`config.mk`:
```
export PLATFORM = sky130hd
export DESIGN_NAME = xbar_fabric
export DESIGN_NICKNAME = d
export VERILOG_FILES = /design/src/rtl/xbar_pkg.sv /design/src/rtl/xbar_byte_fifo.sv /design/src/rtl/xbar_ingress.sv /design/src/rtl/xbar_out_port.sv /design/src/rtl/xbar_fabric.sv
export SDC_FILE = /design/constraint.sdc
export NUM_CORES = 1
export LEC_CHECK = 0
export ABC_AREA = 1
export BUFFER_PORTS_ARGS = -buffer_cell sky130_fd_sc_hd__buf_2
export CAP_MARGIN = 20
export CORE_MARGIN = 2
export CORE_UTILIZATION = 25
export CTS_BUF_LIST = sky130_fd_sc_hd__clkbuf_4 sky130_fd_sc_hd__clkbuf_8 sky130_fd_sc_hd__clkbuf_16
export CTS_CLUSTER_DIAMETER = 30
export DETAILED_ROUTE_END_ITERATION = 10
export GPL_TIMING_DRIVEN = 1
export HOLD_SLACK_MARGIN = 0.02
export SLEW_MARGIN = 20
export SYNTH_ARGS = -nofsm -noshare
export SYNTH_HDL_FRONTEND = slang
export SYNTH_HIERARCHICAL = 1
export SYNTH_SLANG_ARGS = --single-unit
```
`constraint.sdc`:
```
create_clock -name clk -period 4.9 [get_ports clk]
set_clock_uncertainty 0.05 [all_clocks]
set_input_delay 0 -clock clk [delete_from_list [all_inputs] [get_ports clk]]
set_output_delay 0 -clock clk [all_outputs]
set_load 0.01 [all_outputs]
```
`src/rtl/xbar_pkg.sv`:
```
package xbar_pkg;
    localparam int BYTE_W    = 8;
    localparam int BURST_LEN = 4;
    localparam int PAD_LEN   = BURST_LEN - 1;

    typedef logic [BYTE_W-1:0] byte_t;

    typedef struct packed {
        logic  vld;
        byte_t data;
    } beat_t;

    typedef enum logic [1:0] {
        ING_ADDR,
        ING_PAD,
        ING_DROP,
        ING_LINK
    } ing_state_e;

    function automatic int idx_w(int n);
        return (n > 1) ? $clog2(n) : 1;
    endfunction

    function automatic logic code_hits_port(byte_t code, int n_out);
        return int'(code) < n_out;
    endfunction
endpackage

```
`src/rtl/xbar_byte_fifo.sv`:
```
module xbar_byte_fifo
    import xbar_pkg::*;
#(
    parameter int DEPTH = 8,
    localparam int AW = idx_w(DEPTH),
    localparam int CW = $clog2(DEPTH + 1)
) (
    input  logic          clk,
    input  logic          rst,
    input  logic          flush,
    input  logic          push,
    input  byte_t         wdata,
    input  logic          pop,
    output beat_t         head,
    output logic [CW-1:0] fill
);
    byte_t           mem [DEPTH];
    logic [AW-1:0]   wr_ptr;
    logic [AW-1:0]   rd_ptr;
    logic            do_push;
    logic            do_pop;

    function automatic logic [AW-1:0] ptr_next(logic [AW-1:0] p);
        return (p == AW'(DEPTH - 1)) ? '0 : p + 1'b1;
    endfunction

    assign do_push = push && (fill != CW'(DEPTH));
    assign do_pop  = pop && (fill != '0);

    always_ff @(posedge clk) begin
        if (rst || flush) begin
            wr_ptr <= '0;
            rd_ptr <= '0;
            fill   <= '0;
        end else begin
            if (do_push) wr_ptr <= ptr_next(wr_ptr);
            if (do_pop)  rd_ptr <= ptr_next(rd_ptr);
            fill <= fill + CW'(do_push) - CW'(do_pop);
        end
    end

    always_ff @(posedge clk) begin
        if (do_push && !flush) mem[wr_ptr] <= wdata;
    end

    always_comb begin
        head.vld  = (fill != '0);
        head.data = mem[rd_ptr];
    end
endmodule

```
`src/rtl/xbar_ingress.sv`:
```
module xbar_ingress
    import xbar_pkg::*;
#(
    parameter int N_OUT = 4,
    parameter int DEPTH = 8,
    localparam int OW = idx_w(N_OUT),
    localparam int CW = $clog2(DEPTH + 1)
) (
    input  logic          clk,
    input  logic          rst,
    input  logic          in_we,
    input  byte_t         in_data,
    output logic          in_hold,
    input  logic          granted,
    input  logic          release_link,
    input  logic          pop,
    output logic [OW-1:0] tgt,
    output logic          req,
    output beat_t         head
);
    ing_state_e    st;
    logic [1:0]    pad_cnt;
    logic [CW-1:0] fill;
    logic          push;

    always_ff @(posedge clk) begin
        if (rst) begin
            st      <= ING_ADDR;
            pad_cnt <= '0;
            tgt     <= '0;
        end else if (release_link) begin
            st      <= ING_ADDR;
            pad_cnt <= '0;
        end else begin
            unique case (st)
                ING_ADDR: if (in_we) begin
                    pad_cnt <= '0;
                    if (code_hits_port(in_data, N_OUT)) begin
                        tgt <= in_data[OW-1:0];
                        st  <= ING_PAD;
                    end else begin
                        st  <= ING_DROP;
                    end
                end
                ING_PAD, ING_DROP: if (in_we) begin
                    pad_cnt <= pad_cnt + 1'b1;
                    if (pad_cnt == 2'(PAD_LEN - 1))
                        st <= (st == ING_PAD) ? ING_LINK : ING_ADDR;
                end
                ING_LINK: st <= ING_LINK;
                default:  st <= ING_ADDR;
            endcase
        end
    end

    assign push    = (st == ING_LINK) && in_we && !release_link;
    assign req     = (st == ING_PAD) || (st == ING_LINK);
    assign in_hold = (st == ING_LINK) &&
                     (!granted || (fill > CW'(DEPTH - BURST_LEN)));

    xbar_byte_fifo #(.DEPTH(DEPTH)) u_fifo (
        .clk   (clk),
        .rst   (rst),
        .flush (release_link),
        .push  (push),
        .wdata (in_data),
        .pop   (pop),
        .head  (head),
        .fill  (fill)
    );
endmodule

```
`src/rtl/xbar_out_port.sv`:
```
module xbar_out_port
    import xbar_pkg::*;
#(
    parameter int N_IN = 4,
    localparam int IW = idx_w(N_IN)
) (
    input  logic            clk,
    input  logic            rst,
    input  logic [N_IN-1:0] req,
    input  logic            done,
    output logic            own_valid,
    output logic [IW-1:0]   own_idx
);
    logic [IW-1:0] ptr;
    logic [IW-1:0] pick;
    logic          found;
    int            cand;

    always_comb begin
        found = 1'b0;
        pick  = ptr;
        cand  = 0;
        for (int k = 0; k < N_IN; k++) begin
            cand = int'(ptr) + k;
            if (cand >= N_IN) cand = cand - N_IN;
            if (!found && req[cand]) begin
                found = 1'b1;
                pick  = IW'(cand);
            end
        end
    end

    always_ff @(posedge clk) begin
        if (rst) begin
            own_valid <= 1'b0;
            own_idx   <= '0;
            ptr       <= '0;
        end else if (own_valid) begin
            if (done) own_valid <= 1'b0;
        end else if (found) begin
            own_valid <= 1'b1;
            own_idx   <= pick;
            ptr       <= (pick == IW'(N_IN - 1)) ? '0 : pick + 1'b1;
        end
    end
endmodule

```
`src/rtl/xbar_fabric.sv`:
```
module xbar_fabric
    import xbar_pkg::*;
#(
    parameter int N_IN       = 4,
    parameter int N_OUT      = 4,
    parameter int FIFO_DEPTH = 8
) (
    input  logic                         clk,
    input  logic                         rst,
    input  logic [N_IN-1:0]              in_we,
    input  logic [N_IN-1:0][BYTE_W-1:0]  in_data,
    output logic [N_IN-1:0]              in_hold,
    output logic [N_OUT-1:0]             out_we,
    output logic [N_OUT-1:0][BYTE_W-1:0] out_data,
    input  logic [N_OUT-1:0]             out_full,
    input  logic [N_OUT-1:0]             out_done
);
    localparam int IW = idx_w(N_IN);
    localparam int OW = idx_w(N_OUT);

    logic [N_IN-1:0][OW-1:0]  tgt;
    logic [N_IN-1:0]          req;
    logic [N_IN-1:0]          granted;
    logic [N_IN-1:0]          release_link;
    logic [N_IN-1:0]          pop;
    beat_t [N_IN-1:0]         head;
    logic [N_OUT-1:0][N_IN-1:0] req_m;
    logic [N_OUT-1:0]         own_valid;
    logic [N_OUT-1:0][IW-1:0] own_idx;

    for (genvar gi = 0; gi < N_IN; gi++) begin : g_in
        xbar_ingress #(.N_OUT(N_OUT), .DEPTH(FIFO_DEPTH)) u_ing (
            .clk          (clk),
            .rst          (rst),
            .in_we        (in_we[gi]),
            .in_data      (in_data[gi]),
            .in_hold      (in_hold[gi]),
            .granted      (granted[gi]),
            .release_link (release_link[gi]),
            .pop          (pop[gi]),
            .tgt          (tgt[gi]),
            .req          (req[gi]),
            .head         (head[gi])
        );
    end

    for (genvar go = 0; go < N_OUT; go++) begin : g_out
        xbar_out_port #(.N_IN(N_IN)) u_port (
            .clk       (clk),
            .rst       (rst),
            .req       (req_m[go]),
            .done      (out_done[go]),
            .own_valid (own_valid[go]),
            .own_idx   (own_idx[go])
        );
    end

    always_comb begin
        for (int j = 0; j < N_OUT; j++)
            for (int i = 0; i < N_IN; i++)
                req_m[j][i] = req[i] && (tgt[i] == OW'(j));
    end

    always_comb begin
        for (int i = 0; i < N_IN; i++) begin
            granted[i]      = own_valid[tgt[i]] && (own_idx[tgt[i]] == IW'(i));
            release_link[i] = granted[i] && out_done[tgt[i]];
            pop[i]          = granted[i] && head[i].vld && !out_full[tgt[i]];
        end
    end

    always_comb begin
        for (int j = 0; j < N_OUT; j++) begin
            out_we[j]   = own_valid[j] && head[own_idx[j]].vld && !out_full[j];
            out_data[j] = head[own_idx[j]].data;
        end
    end
endmodule

```
## Word level (Yosys, flattened, before mapping)

Memory sizes are Yosys's and may differ from the RTL's. A register that Yosys moved wholly into a read port is not among the register bits.
Cells that the tools add are included.

| storage, ports and cells | value |
|---|---|
| register bits | 84 |
| bits in writable memories | 256 |
| input port bits | 46 |
| memories kept | 4 |

| operators by class | value |
|---|---|
| $add $sub $neg | 52 |
| order comparisons | 48 |
| equality and inequality tests | 59 |
| mux-type cells | 212 |
| bitwise logic cells | 8 |
| reduce and logical (&&, ||, !) cells | 157 |

Memories:

| memory | words | width | rd ports | clocked after memory_dff | wr ports | line | text |
|---|---|---|---|---|---|---|---|
| g_in[0].u_ing.u_fifo.mem | 8 | 8 | 1 | 1 | 1 | xbar_byte_fifo.sv:17 | `byte_t mem [DEPTH];` |
| g_in[1].u_ing.u_fifo.mem | 8 | 8 | 1 | 1 | 1 | xbar_byte_fifo.sv:17 |  |
| g_in[2].u_ing.u_fifo.mem | 8 | 8 | 1 | 1 | 1 | xbar_byte_fifo.sv:17 |  |
| g_in[3].u_ing.u_fifo.mem | 8 | 8 | 1 | 1 | 1 | xbar_byte_fifo.sv:17 |  |

Operators with widths:

| operator | count |
|---|---|
| $lt A32 B4 Y1 const B | 16 |
| $mux W32 | 16 |
| $ge A32 B4 Y1 const B | 12 |
| $sub A32 B4 Y32 const B | 12 |
| $mux W2 | 52 |
| $mux W1 | 80 |
| $logic_and A1 B1 Y1 | 76 |
| $bmux W9 S2 | 4 |
| $bmux W1 S2 | 28 |
| $eq A2 B2 Y1 const B | 26 |
| $mux W3 | 16 |
| $mux W9 | 4 |
| $lt A8 B3 Y1 const B | 4 |
| $logic_not A1 Y1 | 28 |
| $add A2 B2 Y3 const B | 8 |
| $add A3 B1 Y3 const B | 8 |
| $eq A3 B3 Y1 const B | 8 |
| $lt A2 B3 Y1 const B | 8 |
| $pmux W2 S3 | 4 |
| $reduce_and A3 Y1 | 8 |
| $eq A2 B1 Y1 const B | 9 |
| $logic_not A2 Y1 | 9 |
| $add A2 B1 Y2 const B | 8 |
| $add A4 B1 Y4 | 4 |
| other kinds (17) | 88 |

## Depth between registers and ports, before layout

| depth | value |
|---|---|
| depth in word-level cells | 18 |
| mapped depth | 20 |
| depth with buffers taken out | 20 |

## By module

The synthesis kept the hierarchy.

By module, submodules not included:

| module | instances | cells each | area each (µm²) |
|---|---|---|---|
| xbar_byte_fifo | 4 | 375 | 3594.7 |
| xbar_fabric | 1 | 422 | 1925.6 |
| xbar_ingress | 4 | 61 | 415.4 |
| xbar_out_port at g_out[0].u_port ... | 2 | 97 | 546.8 |
| xbar_out_port at g_out[2].u_port | 1 | 95 | 535.5 |
| xbar_out_port at g_out[3].u_port | 1 | 94 | 534.3 |

## Worst setup path before layout

Ideal clock, no wire load.

| timing path | value |
|---|---|
| kind | reg2reg |
| from | register g_in[1].u_ing.tgt[1] |
| to | register g_in[1].u_ing.u_fifo.fill[2] |
| library setup time | 0.115 ns |
| arrival time | 2.348 ns |
| slack | 2.387 ns |
| stages on the path, launching flop included | 17 |
| buffers on the path | 2 |
| cell sequence | dfxtp_1 > buf_4 > inv_1 > nor2_1 > nand2_1 > o21ai_1 > nor2_1 > nor2_1 > nor3_1 > buf_2 > nand2_1 > ha_1 > inv_1 > ha_1 > fa_1 > xnor2_1 > nor2_1 |

| between the ends | value |
|---|---|
| word-level cells in the longest chain between the ends | 10 |
| elaborated cells on any way between the ends | 21 |

RTL lines:

| what | line | text |
|---|---|---|
| start, declared | xbar_ingress.sv:17 | `output logic [OW-1:0] tgt,` |
| start signal, assigned | xbar_ingress.sv:39 | `tgt <= in_data[OW-1:0];` |
| $bmux W2 S2 | xbar_fabric.sv:66 | `granted[i] = own_valid[tgt[i]] && (own_idx[tgt[i]] == IW'(i));` |
| $mux W2 (implied by the code) | xbar_fabric.sv:66 |  |
| $eq A2 B1 Y1 | xbar_fabric.sv:66 |  |
| $logic_and A1 B1 Y1 | xbar_fabric.sv:66 |  |
| $logic_and A1 B1 Y1 (*) | xbar_fabric.sv:67 | `release_link[i] = granted[i] && out_done[tgt[i]];` |
| named net release_link[1] | xbar_fabric.sv:24 | `logic [N_IN-1:0] release_link;` |
| $logic_not A1 Y1 (*) | xbar_ingress.sv:56 | `assign push = (st == ING_LINK) && in_we && !release_link;` |
| $logic_and A1 B1 Y1 (*) | xbar_ingress.sv:56 |  |
| named net g_in[1].u_ing.push | xbar_ingress.sv:24 | `logic push;` |
| $logic_and A1 B1 Y1 (*) | xbar_byte_fifo.sv:27 | `assign do_push = push && (fill != CW'(DEPTH));` |
| $add A4 B1 Y4 (*) | xbar_byte_fifo.sv:38 | `fill <= fill + CW'(do_push) - CW'(do_pop);` |
| $sub A4 B1 Y4 (*) | xbar_byte_fifo.sv:38 |  |
| end signal, assigned | xbar_byte_fifo.sv:38 |  |
| end, declared | xbar_byte_fifo.sv:15 | `output logic [CW-1:0] fill` |

The timed path passes the listed nets; every way through them passes the cells marked *. The select of a mux whose other input is x is not followed.
A chain may end at the register's enable or synchronous reset.

## Worst setup path in the final report

| timing path | value |
|---|---|
| from | register g_out[0].u_port.own_idx[0] |
| to | memory g_in[1].u_ing/u_fifo/mem[7][5] (netlist name) (enable) |

| between the ends | value |
|---|---|
| word-level cells in the longest chain between the ends | 11 |

RTL lines:

| what | line | text |
|---|---|---|
| start, declared | xbar_out_port.sv:12 | `output logic [IW-1:0] own_idx` |
| start signal, assigned | xbar_out_port.sv:42 | `own_idx <= pick;` |
| $bmux W2 S2 | xbar_fabric.sv:66 |  |
| $mux W2 (implied by the code) | xbar_fabric.sv:66 |  |
| $eq A2 B1 Y1 | xbar_fabric.sv:66 |  |
| $logic_and A1 B1 Y1 | xbar_fabric.sv:66 |  |
| $logic_and A1 B1 Y1 | xbar_fabric.sv:67 |  |
| named net release_link[1] | xbar_fabric.sv:24 |  |
| $logic_not A1 Y1 | xbar_ingress.sv:56 |  |
| $logic_and A1 B1 Y1 | xbar_ingress.sv:56 |  |
| named net g_in[1].u_ing.push | xbar_ingress.sv:24 |  |
| $logic_and A1 B1 Y1 | xbar_byte_fifo.sv:27 |  |
| $logic_and A1 B1 Y1 | xbar_byte_fifo.sv:43 | `if (do_push && !flush) mem[wr_ptr] <= wdata;` |
| $mux W1 | xbar_byte_fifo.sv:43 |  |
| $mux W1 (implied by the code) | xbar_byte_fifo.sv:43 |  |
| end, declared | xbar_byte_fifo.sv:17 |  |

The timed path passes the listed nets, and every way through them passes these cells. The select of a mux whose other input is x is not followed.

==> out/results.ini <==
[status]
status=finished clean

[critical_path]
cp.arrival_ps=3870
start_kind=flop
critPathRequiredTime_ps=5050
crit_type=reg -> reg
worstSetupEndpointType=flop
r2r_start=g_out[0].u_port/own_idx[0]
worstPathMaxFanout=23
critPathLaunch=g_out[0].u_port/own_idx[0]
cp_slowest_cell=nor3_1
r2r-end=g_in[1].u_ing/u_fifo/mem[7][5]
worstPathCellList=inv_2 > o21ai_1 > nand2_1 > nand2_1 > nand3_2 > nor2_1 > nor3_1 > nand3_2 > nor3_1
r2r_slack_ps=1190
worst-r2r-cell-count=9
cpPeakStageDelay_ps=870

[placement]
gp_congestion=0.852
pre_cts_slack_ps=1170
post-dp-hpwl_mm=38.5
placed_area_um2=21400
portBuffers=85

[synthesis]
ys_async_sr_fraction_pct=0
netlist.area_leader.share_pct=38.2
synth_mux_area_share_pct=0
yosysSeqAreaShare_pct=47.7
synthAdderAreaFrac_pct=4.25
synth_edf_count=256
ys.flop_type=edfxtp_1
synthCells=2549
synth.distinct_cells=39
synth_compound_area_share_pct=6.03
synth_xor_area_share_pct=0.174
syn_avg_cell_area_um2=7.90
synth_top_family_by_area=simple AND/OR/NAND/NOR gates
ys_ff_latch=352
synth_top_cell_by_area=edfxtp_1
synth_warnings=6
synthSimpleGateAreaFrac_pct=29.7
netlist_area_um2=20100
syn-num-nets=2661
synthTopCellsByArea=edfxtp_1 (38%), nand2_1 (14%), dfxtp_1 (9.5%), inv_1 (8.2%), nand3_1 (5.6%)

[finish]
seq_area_um2=9610
final_common_cell=nand2_1
multi_input_area_um2=8100
area_growth_pct=19.8
nets=2808
fin_util_pct=30.1
final_area_um2=24100
mostFrequentLayoutCells=nand2_1 (739), inv_1 (438), edfxtp_1 (256), nand3_1 (226), nor2_1 (194)
nFillCells=8490
drive_gt1_share_pct=14.7

[timing]
hold_viol=0
worstMarginPinSlew_ps=1030
slew_viol_final=0
relSlewSlack_pct=30.6
grt_setup_unrepaired=no
fmax_ghz=0.269
fin_setup_tns_ps=0
setup_viol=0
fin_crit_ps=3710
timing.final.ws_setup_ps=1190
timing.final.crit_share_pct=75.8

[clock_network]
cts_root_buf=clkbuf_16
clock-sinks=352
postCtsSetupRepairBufs=0
post_cts_resized=0
cts_tree=yes
cts.clk_slew.worst_paths_ps=40
numCtsBuffers=66
clkLatencyLatePin_ps=590
cts.htree.levels=3
cts_hold_buffers=46
clockBufferDepth=3

[detailed_routing]
firstDrtPassIters=6
vias_per_cell=4.32
dr_total_vias=16500
drt_iter0_drc=1184
wl_per_cell_um=14.2
wirelength_mm=53.9
drtAntennaViolNets=0
drc=0

[floorplan]
fp.dieH_um=288
start_util_pct=25.1
rows=104
die_x_um=288
core_area_um2=80200
pin_count=86
fp.dieArea_um2=82800

[job]
max-cap-violations=0

[hold_path]
min_from=out_full[2]
min_to=g_in[1].u_ing/u_fifo/rd_ptr[1]
hold_depth=6
hold_path.class=in -> reg

[grt]
grt_pass1_vias=15500
grt_overflow_total=0
antenna_found_initial=10
grt_max_degree=34
grtUsageTotal_pct=13.0
grt_pass1_wl_mm=84.7

[power_and_ir_drop]
total_power_mw=10.1
ir_drop_mv=0.240
p_leak_nw=10.8
p_per_area_nw_per_um2=420

-- cells in the mapped netlist (14+ instances only) --
library cell	count
ha_1	62
a21oi_1	67
nor2_2	14
buf_6	26
nor3_1	48
o22ai_1	40
inv_2	24
nor2_1	194
edfxtp_1	256
buf_2	19
o21ai_0	80
dfxtp_1	96
buf_4	25
nand3_1	226
inv_1	438
nand3_2	25
nand2_1	739
nand2_2	81
-- power by group --
part | total [mW] | leakage, nW | internal, mW | switching [mW]
Clock | 4.41 | 1.08 | 2.79 | 1.62
Sequential | 3.56 | 3.08 | 3.32 | 0.240
Combinational | 2.15 | 6.64 | 0.734 | 1.42
Total | 10.1 | 10.8 | 6.84 | 3.28
-- through the flow --
stage	std cells	hold slack, ps
floorplan	2549	12.4
global route	3810	114
finish	3810	66.6
detailed placement	3642	285
CTS	3809	32.5
global placement	3642	275
-- worst max path at each step --
| stage | end | cells after the start |
|---|---|---|
| 3_5_place_dp | g_in[1].u_ing/u_fifo/mem[3][7] | 9 |
| 4_1_cts | g_in[1].u_ing/u_fifo/mem[3][0] | 9 |
| 6_report | g_in[1].u_ing/u_fifo/mem[7][5] | 9 |
| 3_3_place_gp | g_in[1].u_ing/u_fifo/mem[4][0] | 9 |
| 2_1_floorplan | g_in[1].u_ing/u_fifo/fill[2] | 16 |
| 5_1_grt | g_in[1].u_ing/u_fifo/mem[7][2] | 9 |
-- critical path, delay by kind of cell (launching register included) --
family / cells / cell delay [ps]
flip-flops: 1 / 540
AND/OR/NAND/NOR: 7 / 2240
buffers and inverters: 1 / 370
AO/OA/AOI/OAI: 1 / 110
-- flip-flops by register name, summed over array words and instances (netlist names), 8 cells and up, named ones only --
name                      flops
g_in.u_ing/u_fifo/wr_ptr     12
g_in.u_ing/u_fifo/fill       16
g_out.u_port/ptr              8
g_in.u_ing/u_fifo/mem       256
g_in.u_ing/tgt                8
g_in.u_ing/st                 8
g_in.u_ing/pad_cnt            8
g_in.u_ing/u_fifo/rd_ptr     12
g_out.u_port/own_idx          8
-- cells by family after synthesis --
family / count (synthesis)
compound gates: 218
xor+xnor: 4
fa+ha+maj: 66
buf+inv: 549
flops: 352
simple gates: 1360
-- layout make-up --
cell class,count,share of cell area (%)
Sequential cell,352,39.8
Multi-Input combinational cell,1648,33.6
Clock buffer,78,7.44
Inverter,469,7.37
Tap cell,1060,5.50
Timing Repair Buffer,159,4.54
Clock inverter,43,1.69
Antenna cell,1,0.0104
-- metal layers --
metal | track usage, % | routed length (um)
met5 | 0 | 105
met4 | 4.46 | 1310
met3 | 3.62 | 4200
met2 | 21.1 | 24400
met1 | 16.7 | 23900
Note: power is estimated with default switching activity, not from simulation.
